==> src/rtl/srg_pkg.sv <==
package srg_pkg;
  // Delay length in slow ticks for a mode-pin code: only 00 picks the short delay.
  function automatic int unsigned delay_limit(input logic ma, input logic mb,
                                              input int unsigned short_len,
                                              input int unsigned long_len);
    return (!ma && !mb) ? short_len : long_len;
  endfunction
endpackage

==> src/rtl/srg_glitch_qual.sv <==
module srg_glitch_qual #(
  parameter int unsigned TICKS = 3
) (
  input  logic clk,
  input  logic rst_n,
  input  logic tick,
  input  logic raw,
  output logic qual
);
  localparam int unsigned QW = $clog2(TICKS + 1);
  logic [QW-1:0] cnt;

  always_ff @(posedge clk or negedge rst_n) begin
    if (!rst_n)                         cnt <= '0;
    else if (!raw)                      cnt <= '0;
    else if (tick && cnt != QW'(TICKS)) cnt <= cnt + QW'(1);
  end

  assign qual = (cnt == QW'(TICKS));
endmodule

==> src/rtl/srg_delay_ctr.sv <==
module srg_delay_ctr #(
  parameter int unsigned CW = 6
) (
  input  logic          clk,
  input  logic          rst_n,
  input  logic          hold,
  input  logic          tick,
  input  logic [CW-1:0] limit,
  output logic          released,
  output logic          rel_pulse,
  output logic [CW-1:0] cnt
);
  logic last_tick;
  assign last_tick = (cnt + CW'(1)) >= limit;

  always_ff @(posedge clk or negedge rst_n) begin
    if (!rst_n) begin
      cnt       <= '0;
      released  <= 1'b0;
      rel_pulse <= 1'b0;
    end else begin
      rel_pulse <= 1'b0;
      if (hold) begin
        cnt      <= '0;
        released <= 1'b0;
      end else if (!released && tick) begin
        if (last_tick) begin
          cnt       <= '0;
          released  <= 1'b1;
          rel_pulse <= 1'b1;
        end else begin
          cnt <= cnt + CW'(1);
        end
      end
    end
  end
endmodule

==> src/rtl/supply_reset_gen.sv <==
module supply_reset_gen #(
  parameter int unsigned GLITCH_TICKS = 3,
  parameter int unsigned FAST_DELAY   = 16,
  parameter int unsigned SLOW_DELAY   = 32
) (
  input  logic clk,
  input  logic rst_n,
  input  logic fast_tick,
  input  logic slow_tick,
  input  logic out_uv,
  input  logic in_uv,
  input  logic out_valid,
  input  logic mode_a,
  input  logic mode_b,
  input  logic wd_req,
  output logic rst_out_n,
  output logic sink_en,
  output logic pullup_en,
  output logic release_pulse
);
  localparam int unsigned MAXD = (FAST_DELAY > SLOW_DELAY) ? FAST_DELAY : SLOW_DELAY;
  localparam int unsigned CW   = $clog2(MAXD + 1);

  logic          uv_qual;
  logic          hold_any;
  logic [CW-1:0] dly_limit;
  logic [CW-1:0] dly_cnt;
  logic          released;

  srg_glitch_qual #(.TICKS(GLITCH_TICKS)) u_qual (
    .clk  (clk),
    .rst_n(rst_n),
    .tick (fast_tick),
    .raw  (out_uv),
    .qual (uv_qual)
  );

  assign hold_any  = uv_qual | in_uv | wd_req | ~out_valid;
  assign dly_limit = CW'(srg_pkg::delay_limit(mode_a, mode_b, FAST_DELAY, SLOW_DELAY));

  srg_delay_ctr #(.CW(CW)) u_dly (
    .clk      (clk),
    .rst_n    (rst_n),
    .hold     (hold_any),
    .tick     (slow_tick),
    .limit    (dly_limit),
    .released (released),
    .rel_pulse(release_pulse),
    .cnt      (dly_cnt)
  );

  assign rst_out_n = released;
  assign pullup_en = out_valid;
  assign sink_en   = out_valid & ~released;
endmodule

==> config.mk <==
export PLATFORM = sky130hd
export DESIGN_NAME = supply_reset_gen
export DESIGN_NICKNAME = d
export VERILOG_FILES = /design/src/rtl/srg_pkg.sv /design/src/rtl/srg_glitch_qual.sv /design/src/rtl/srg_delay_ctr.sv /design/src/rtl/supply_reset_gen.sv
export SDC_FILE = /design/constraint.sdc
export NUM_CORES = 1
export LEC_CHECK = 0
export BUFFER_PORTS_ARGS = -buffer_cell sky130_fd_sc_hd__buf_2
export CAP_MARGIN = 20
export CORE_UTILIZATION = 57
export CTS_CLUSTER_SIZE = 12
export DETAILED_ROUTE_END_ITERATION = 6
export PLACE_DENSITY = 0.78
export SYNTH_ARGS = -nofsm -noshare
export SYNTH_HDL_FRONTEND = slang
export SYNTH_HIERARCHICAL = 1
export SYNTH_SLANG_ARGS = --single-unit
==> constraint.sdc <==
create_clock -name clk -period 4.6 [get_ports clk]
set_input_delay 0.46 -clock clk [delete_from_list [all_inputs] [get_ports clk]]
set_output_delay 0.46 -clock clk [all_outputs]
set_load 0.02 [all_outputs]
### Word level (Yosys, flattened, before mapping)

Cells that the tools add are included.

* register bits: 10
* input port bits: 10
* output and inout bits: 4
* logic and storage cells: 37

* $add $sub $neg: 2
* $lt $le $gt $ge: 1
* equality and inequality tests: 3
* mux-type cells: 12
* bitwise gates (word level): 6
* reductions and logical operators: 9

Operators by type and width (count)
* 6-bit two-way mux: 4
* 6-bit by 1-bit adder with 6-bit output, second input constant: 1
* 6-bit greater-or-equal comparator: 1
* 1-bit two-way mux: 6
* 2-bit two-way mux: 2
* 2-bit nonzero test: 2
* 1-bit logical AND: 3
* 1-bit zero test: 3
* 1-bit OR: 3
* 2-bit by 1-bit adder with 2-bit output, second input constant: 1
* 2-bit == test, second input constant: 1
* 2-bit by 1-bit != test with 1-bit output, second input constant: 1
* 2-bit != test, second input constant: 1
* 1-bit inverter: 2
* 2-bit AND reduction: 1
* 1-bit AND: 1

### Logic depth before layout (Yosys ltp)

Gate-level depths: netlist of run 1.

* depth after elaboration: 7
* depth in mapped cells: 8
* mapped depth without buffers: 8

### Modules after synthesis

The synthesis of run 1 kept the hierarchy.

By module, submodules not included
* srg_delay_ctr: instances 1, cells each 66, area each 635.6 µm², seq. area each 200.2 µm²
* srg_glitch_qual: instances 1, cells each 10, area each 113.9 µm², seq. area each 50.0 µm²
* supply_reset_gen: instances 1, cells each 6, area each 37.5 µm², seq. area each 0.0 µm²

### Worst setup path after synthesis of run 1

Ideal clock, no wire load.

* path kind: reg2reg
* from: reg u_dly.cnt[0]
* to: reg u_dly.released
* library setup time: 0.136 ns
* data arrival time: 2.003 ns
* required time: 4.464 ns
* slack: 2.461 ns
* cell stages (with the launch flop): 9
* path buffers: 0
* period minus slack after synthesis: 2.139 ns
* cells stage by stage: dfrtp_1 -> ha_1 -> nand3_1 -> xnor2_1 -> ha_1 -> a21o_1 -> a221oi_4 -> nand2b_1 -> a21oi_1

* longest elaborated chain between the ends: 4

RTL lines
* start, declared: line srg_delay_ctr.sv:11 `output logic [CW-1:0] cnt`
* start signal, assigned: line srg_delay_ctr.sv:32 `cnt <= cnt + CW'(1);`
* 6-bit by 1-bit adder with 6-bit output: line srg_delay_ctr.sv:14 `assign last_tick = (cnt + CW'(1)) >= limit;`
* 6-bit greater-or-equal comparator: line srg_delay_ctr.sv:14
* 2-bit nonzero test (no line)
* 2-bit AND reduction (no line)
* end signal, assigned: line srg_delay_ctr.sv:19 `released <= 1'b0;`
* end signal, assigned: line srg_delay_ctr.sv:25 `released <= 1'b0;`
* end signal, assigned: line srg_delay_ctr.sv:29 `released <= 1'b1;`
* end, declared: line srg_delay_ctr.sv:9 `output logic released,`

Every way passes these cells.
A chain may end at the register's enable or synchronous reset.

### Final worst setup path of run 1

Ends and elaborated chain as after synthesis.

==> impl_metrics.py, run 1 <==
metrics = {
    "cells_and_area": {
        "utilization": 0.702,
        "antenna_cells": 0,
        "drive_above_1_share": 0.313,
        "syn2layout_area_growth_pct": 14.6,
        "fill_cells": 98,
        "nNetsFinal": 118,
        "finalNonFillerCells": 114,
    },
    "die": {
        "die_area_mm2": 0.00153,
        "die_h_um": 39.2,
        "core_area_mm2": 0.00128,
        "start_util": 0.612,
        "rows": 13,
        "ios": 14,
        "chipWidth_um": 39.2,
    },
    "critical_path": {
        "crit_required_ps": 4740,
        "critPathLaunchType": "register",
        "worstPathMaxFanout": 8,
        "arrival_ps": 2450,
        "cp-end-kind": "register",
        "path_class": "register to register",
    },
    "routing": {
        "vias": 604,
        "drtAntennaViolNets": 0,
        "drt-initial-drc-count": 8,
        "route.detailed.drc": 0,
        "finalWirelength_um": 1360,
        "wire_per_inst_um": 11.9,
        "drt_pass1_iterations": 4,
        "viasPerCell": 5.30,
    },
    "place": {
        "dpl.cell_count": 110,
        "post-dp-hpwl_um": 1070,
        "routabilityCongestion": 0.744,
        "port_buffers": 13,
    },
    "clocking": {
        "clockBufferDepth": 2,
        "cts_hold_buf": 0,
        "cts.sinks": 10,
        "clk_latency_ps": 260,
        "post_cts_buffers": 0,
        "clk_pin_slew_ps": 70,
        "cts-root-buf": "clkbuf_4",
        "cts-resized-gates": 0,
        "cts-buffers-inserted": 3,
        "h-tree-depth": 1,
        "cts_tree": "yes",
    },
    "synthesis": {
        "synth_area_leaders": "dfrtp_1 (32%), ha_1 (13%), nand2_1 (4.8%), a221oi_4 (3.3%), a21oi_2 (3.3%)",
        "ys_ff_latch": 10,
        "synth_area_per_cell_um2": 9.60,
        "synth_cells": 82,
        "async_flop_share": 1.00,
        "synth_enable_flop_cells": 0,
        "yosys.cell_types.count": 33,
        "synth_top_area_frac": 0.318,
        "yosysSeqAreaShare": 0.318,
        "synth_top_area_cell": "dfrtp_1",
        "ys_warn_count": 6,
        "syn_area_um2": 787,
        "synth_top_flop_cell": "dfrtp_1",
        "ys_top_cells_by_count": "dfrtp_1 (10), nand2_1 (10), ha_1 (8)",
    },
    "timing": {
        "slew_viol_final": 0,
        "rsz0062_at_grt": "false",
        "tns_ps": 0,
        "setup_viol": 0,
        "fin_crit_ps": 2310,
        "timing.final.crit_share": 0.502,
        "holdWs_ps": 44.9,
        "max_freq_mhz": 433,
        "hold_viol": 0,
        "fin_skew_ps": 3.66,
    },
    "pwr": {
        "total_power_uw": 195,
        "p_clk_frac": 0.395,
        "swShare": 0.235,
        "switchingPower_uw": 45.7,
        "power_frac_comb": 0.135,
        "p_leak_nw": 0.449,
        "p_seq_frac": 0.470,
        "ir_worst_vdd_uv": 154,
        "powerDensity_mw_per_mm2": 216,
        "internal-power_uw": 149,
    },
    "global_routing": {
        "grt_pass1_wl_um": 2070,
        "antenna_found_initial": 0,
        "grt_overflow_total": 0,
        "grt_max_degree": 12,
        "track_usage": 0.204,
        "grt_pass1_vias": 508,
    },
    "outcome": {
        "outcome": "finished clean",
    },
    "flow_run": {
        "maxCapViolCount": 0,
    },
    "worst_hold_path": {
        "hp-class": "primary input to asynchronous set/reset pin",
    },
}
## per-layer routing
metal / vias up / wire [µm] / global-route usage
met3: 2 / 33 / 0.0347
met5: - / 0 / 0
met2: 12 / 671 / 0.358
met1: 281 / 650 / 0.245
met4: 0 / 5 / 0.0776
li1: 309 / - / -
## per-stage QoR
| stage | setup WS [ps] | cell area, µm² |
|---|---|---|
| 2_1_floorplan | 2460 | 798 |
| 3_3_place_gp | 2370 | 866 |
| 3_5_place_dp | 2320 | 866 |
| 4_1_cts | 2310 | 902 |
| 5_1_grt | 2140 | 902 |
| 6_report | 2290 | 902 |
## kinds of logic after synthesis
kind of cell             synth area share
other                             0.00476
multiplexers                       0.0127
AND/OR/NAND/NOR                     0.272
adder cells (fa/ha/maj)             0.127
AO/OA/AOI/OAI                       0.162
XOR/XNOR                           0.0541
flip-flops                          0.318
buffers and inverters              0.0493
## layout make-up
class                           instances  area (µm²)  share of cell area
Sequential cell                        10         250               0.277
Timing Repair Buffer                   13        65.1              0.0721
Tap cell                               15        18.8              0.0208
Multi-Input combinational cell         66         509               0.564
Clock buffer                            4        36.3              0.0402
Inverter                                6        22.5              0.0250
## path summary, 6_finish.rpt
kind	end	cells after the start	slack, ps	from
max in group asynchronous	u_dly/cnt[2]	1	4360	rst_n
min in group clk	u_qual/cnt[1]	3	470	out_uv
max	u_dly/released	8	2290	u_dly/cnt[0]
min	u_dly/cnt[3]	1	40	rst_n
max reg2reg	u_dly/released	8	2290	u_dly/cnt[0]
min reg2reg	u_qual/cnt[1]	2	550	u_qual/cnt[1]
## registers in the layout (all words and copies together) (netlist names)
name / count
u_dly/rel_pulse: 1
u_qual/cnt: 2
u_dly/cnt: 6
u_dly/released: 1
## critical path, cell delays in order (launching register included)
cell and delay (ps):
dfrtp_1 440, ha_1 250, nand3_1 140, xnor2_1 160, ha_1 290, a21o_1 190
a221oi_4 490, nand2b_1 170, a21oi_1 60
## power groups by stage
| stage | registers (mW) | clock network (mW) | logic (mW) |
|---|---|---|---|
| 6_report | 0.0915 | 0.0768 | 0.0263 |
| 5_1_grt | 0.0917 | 0.0821 | 0.0295 |
| 4_1_cts | 0.0914 | 0.0801 | 0.0263 |
| 3_5_place_dp | 0.0931 | 0 | 0.0260 |
| 3_3_place_gp | 0.0929 | 0 | 0.0250 |
| 2_1_floorplan | 0.0927 | 0 | 0.0177 |
## cell usage in the layout, fill, tap and decap left out, types with 2 or more instances in the layout
cell type and instances:
conb_1 4, nor3_1 3, nand2b_1 2, inv_1 6, ha_1 8, dfrtp_1 10
nor2_1 4, o21ai_2 2, a21oi_2 3, a21oi_1 3, a21o_1 3, clkbuf_4 3
nand3_2 2, nor2b_1 4, a22oi_1 2, xnor2_1 2, buf_2 13, nand2_1 10
No activity file was read; power rests on OpenSTA's default activity.
==> run 2: changes to the inputs <==
- ABC_AREA: not set -> 1
- CORE_UTILIZATION: 57 -> 48
- PLACE_DENSITY: 0.78 -> 0.7
- clock period: 4.6 -> 1.95 ns (I/O delays scaled with it)
==> impl_metrics.py, run 2 <==
metrics = {
    "clocking": {
        "clockBufferDepth": 2,
        "cts_tree": "yes",
        "cts-buffers-inserted": 3,
        "cts-root-buf": "clkbuf_4",
        "clk_latency_ps": 260,
        "cts.sinks": 10,
        "h-tree-depth": 1,
        "clk_pin_slew_ps": 70,
    },
    "timing": {
        "max_freq_mhz": 533,
        "slew_viol_final": 0,
        "holdWs_ps": 199,
        "tns_ps": 0,
        "fin_crit_ps": 1880,
        "timing.final.crit_share": 0.962,
        "rsz0062_at_grt": "true",
        "hold_viol": 0,
        "fin_skew_ps": 7.22,
        "setup_viol": 0,
    },
    "critical_path": {
        "critPathLaunchType": "register",
        "ff2ff_setup_slack_ps": 70,
        "r2r_end": "u_dly/cnt[3]",
        "r2r_cells": 9,
        "path_class": "register to register",
        "arrival_ps": 2060,
        "cp-end-kind": "register",
        "worstPathMaxFanout": 5,
        "reg2reg_from": "u_dly/cnt[1]",
        "crit_required_ps": 2130,
    },
    "worst_hold_path": {
        "hp-class": "primary input to register",
        "hp-start": "out_uv",
        "min_to": "u_qual/cnt[1]",
        "min_path_cells": 3,
    },
    "global_routing": {
        "grt_max_degree": 11,
        "grt_overflow_total": 0,
        "antenna_found_initial": 0,
        "grt_pass1_wl_um": 2740,
        "track_usage": 0.203,
        "grt_pass1_vias": 700,
    },
    "routing": {
        "finalWirelength_um": 1480,
        "drt_pass1_iterations": 4,
        "vias": 683,
        "wire_per_inst_um": 10.3,
        "viasPerCell": 4.74,
        "drt-initial-drc-count": 15,
        "drtAntennaViolNets": 0,
        "route.detailed.drc": 0,
    },
    "die": {
        "chipWidth_um": 41.7,
        "die_area_mm2": 0.00174,
        "die_h_um": 41.7,
        "ios": 14,
        "start_util": 0.547,
        "core_area_mm2": 0.00138,
        "rows": 13,
    },
    "place": {
        "routabilityCongestion": 0.905,
        "port_buffers": 13,
        "post-dp-hpwl_um": 1170,
    },
    "synthesis": {
        "synthMuxAreaShare": 0,
        "synthAdderAreaFrac": 0.132,
        "yosysSeqAreaShare": 0.331,
        "synth_cells": 106,
        "synthXorXnorAreaFrac": 0.0331,
        "ys_top_cells_by_count": "nand2_1 (32), inv_1 (18), dfrtp_1 (10)",
        "synth-compound-area-share": 0.0563,
        "synth_top_family_by_area": "simple AND/OR/NAND/NOR gates",
        "synth-simple-area-share": 0.300,
        "synth_enable_flop_cells": 0,
        "ys_warn_count": 6,
        "synth_area_leaders": "dfrtp_1 (33%), nand2_1 (16%), ha_1 (13%), inv_1 (8.9%), nand3_1 (5.3%)",
        "syn_area_um2": 756,
        "yosys.cell_types.count": 19,
        "ys_ff_latch": 10,
        "synth_top_area_frac": 0.331,
        "synth.most_common_cell": "nand2_1",
        "synth_top_flop_cell": "dfrtp_1",
        "synth_area_per_cell_um2": 7.13,
        "synth_top_area_cell": "dfrtp_1",
        "async_flop_share": 1.00,
    },
    "cells_and_area": {
        "final_cell_mix": "nand2_1 (31), inv_1 (17), buf_2 (13)",
        "utilization": 0.687,
        "drive_above_1_share": 0.310,
        "nNetsFinal": 148,
        "syn2layout_area_growth_pct": 25.7,
        "largestRegisters": "u_dly/cnt (6), u_qual/cnt (2)",
        "largest_reg_flops": 6,
        "final_common_cell": "nand2_1",
        "top_register": "u_dly/cnt",
        "antenna_cells": 0,
    },
    "flow_run": {
        "maxCapViolCount": 0,
    },
    "pwr": {
        "p_leak_nw": 0.540,
        "ir_worst_vdd_uv": 376,
        "powerDensity_mw_per_mm2": 484,
    },
    "outcome": {
        "outcome": "finished clean",
    },
}
==> run 2: timing repair <==
item,4_1_cts,5_1_grt
setup buffers,0,2
pin swaps,1,6
endpoints found under the hold margin,10,0
resized for setup,2,9
endpoints found under the setup margin,5,8
hold buffers,1,0
==> run 2: cell type report <==
cell class,count,area [µm²]
Tap cell,15,18.8
Clock buffer,4,36.3
Sequential cell,10,253
Timing Repair Buffer,17,97.6
Fill cell,119,433
Inverter,23,100
Multi-Input combinational cell,75,444
==> run 2: cell families after synthesis <==
family | after synthesis
buffers and inverters | 24
AND/OR/NAND/NOR | 53
XOR/XNOR | 2
adder cells (fa/ha/maj) | 8
AO/OA/AOI/OAI | 8
flip-flops | 10
other | 1
==> run 2: critical path: stages, from the launching register on <==
cell     delay (ps)
dfrtp_1         420
ha_2            220
nand3_2         100
xnor2_2         160
ha_1            300
nand2_2          70
inv_2            30
a21oi_2         150
nand3_2         160
o21ai_1         170
==> run 2: worst max-delay path by stage <==
stage                 startpoint           end  slack [ps]  cells after the start
floorplan           u_dly/cnt[0]  u_dly/cnt[0]         200                      9
global placement    u_dly/cnt[1]  u_dly/cnt[1]          40                      9
detailed placement  u_dly/cnt[1]  u_dly/cnt[1]         -70                      9
CTS                 u_dly/cnt[1]  u_dly/cnt[1]          40                      9
global route        u_dly/cnt[1]  u_dly/cnt[1]         -20                      9
finish              u_dly/cnt[1]  u_dly/cnt[3]          70                      9
==> run 2: per-stage QoR <==
| stage | power, mW | setup WS [ps] | std cells | cell area (µm²) |
|---|---|---|---|---|
| 2_1_floorplan | 0.254 | 197 | 109 | 767 |
| 3_3_place_gp | 0.276 | 40.3 | 137 | 851 |
| 3_5_place_dp | 0.277 | -66.3 | 137 | 851 |
| 4_1_cts | 0.464 | 38.7 | 142 | 906 |
| 5_1_grt | 0.489 | -17.4 | 144 | 950 |
| 6_report | 0.460 | 73.1 | 144 | 950 |
==> run 2: per-layer routing <==
metal / GRT usage / wire length, µm
met5: 0 / 0
met4: 0.0452 / 0
met3: 0.0783 / 55
met2: 0.356 / 705
met1: 0.232 / 716
==> run 2: report_power, final <==
part	switching (mW)	internal, mW
logic	0.0368	0.0265
clock network	0.0686	0.113
registers	0.00305	0.212
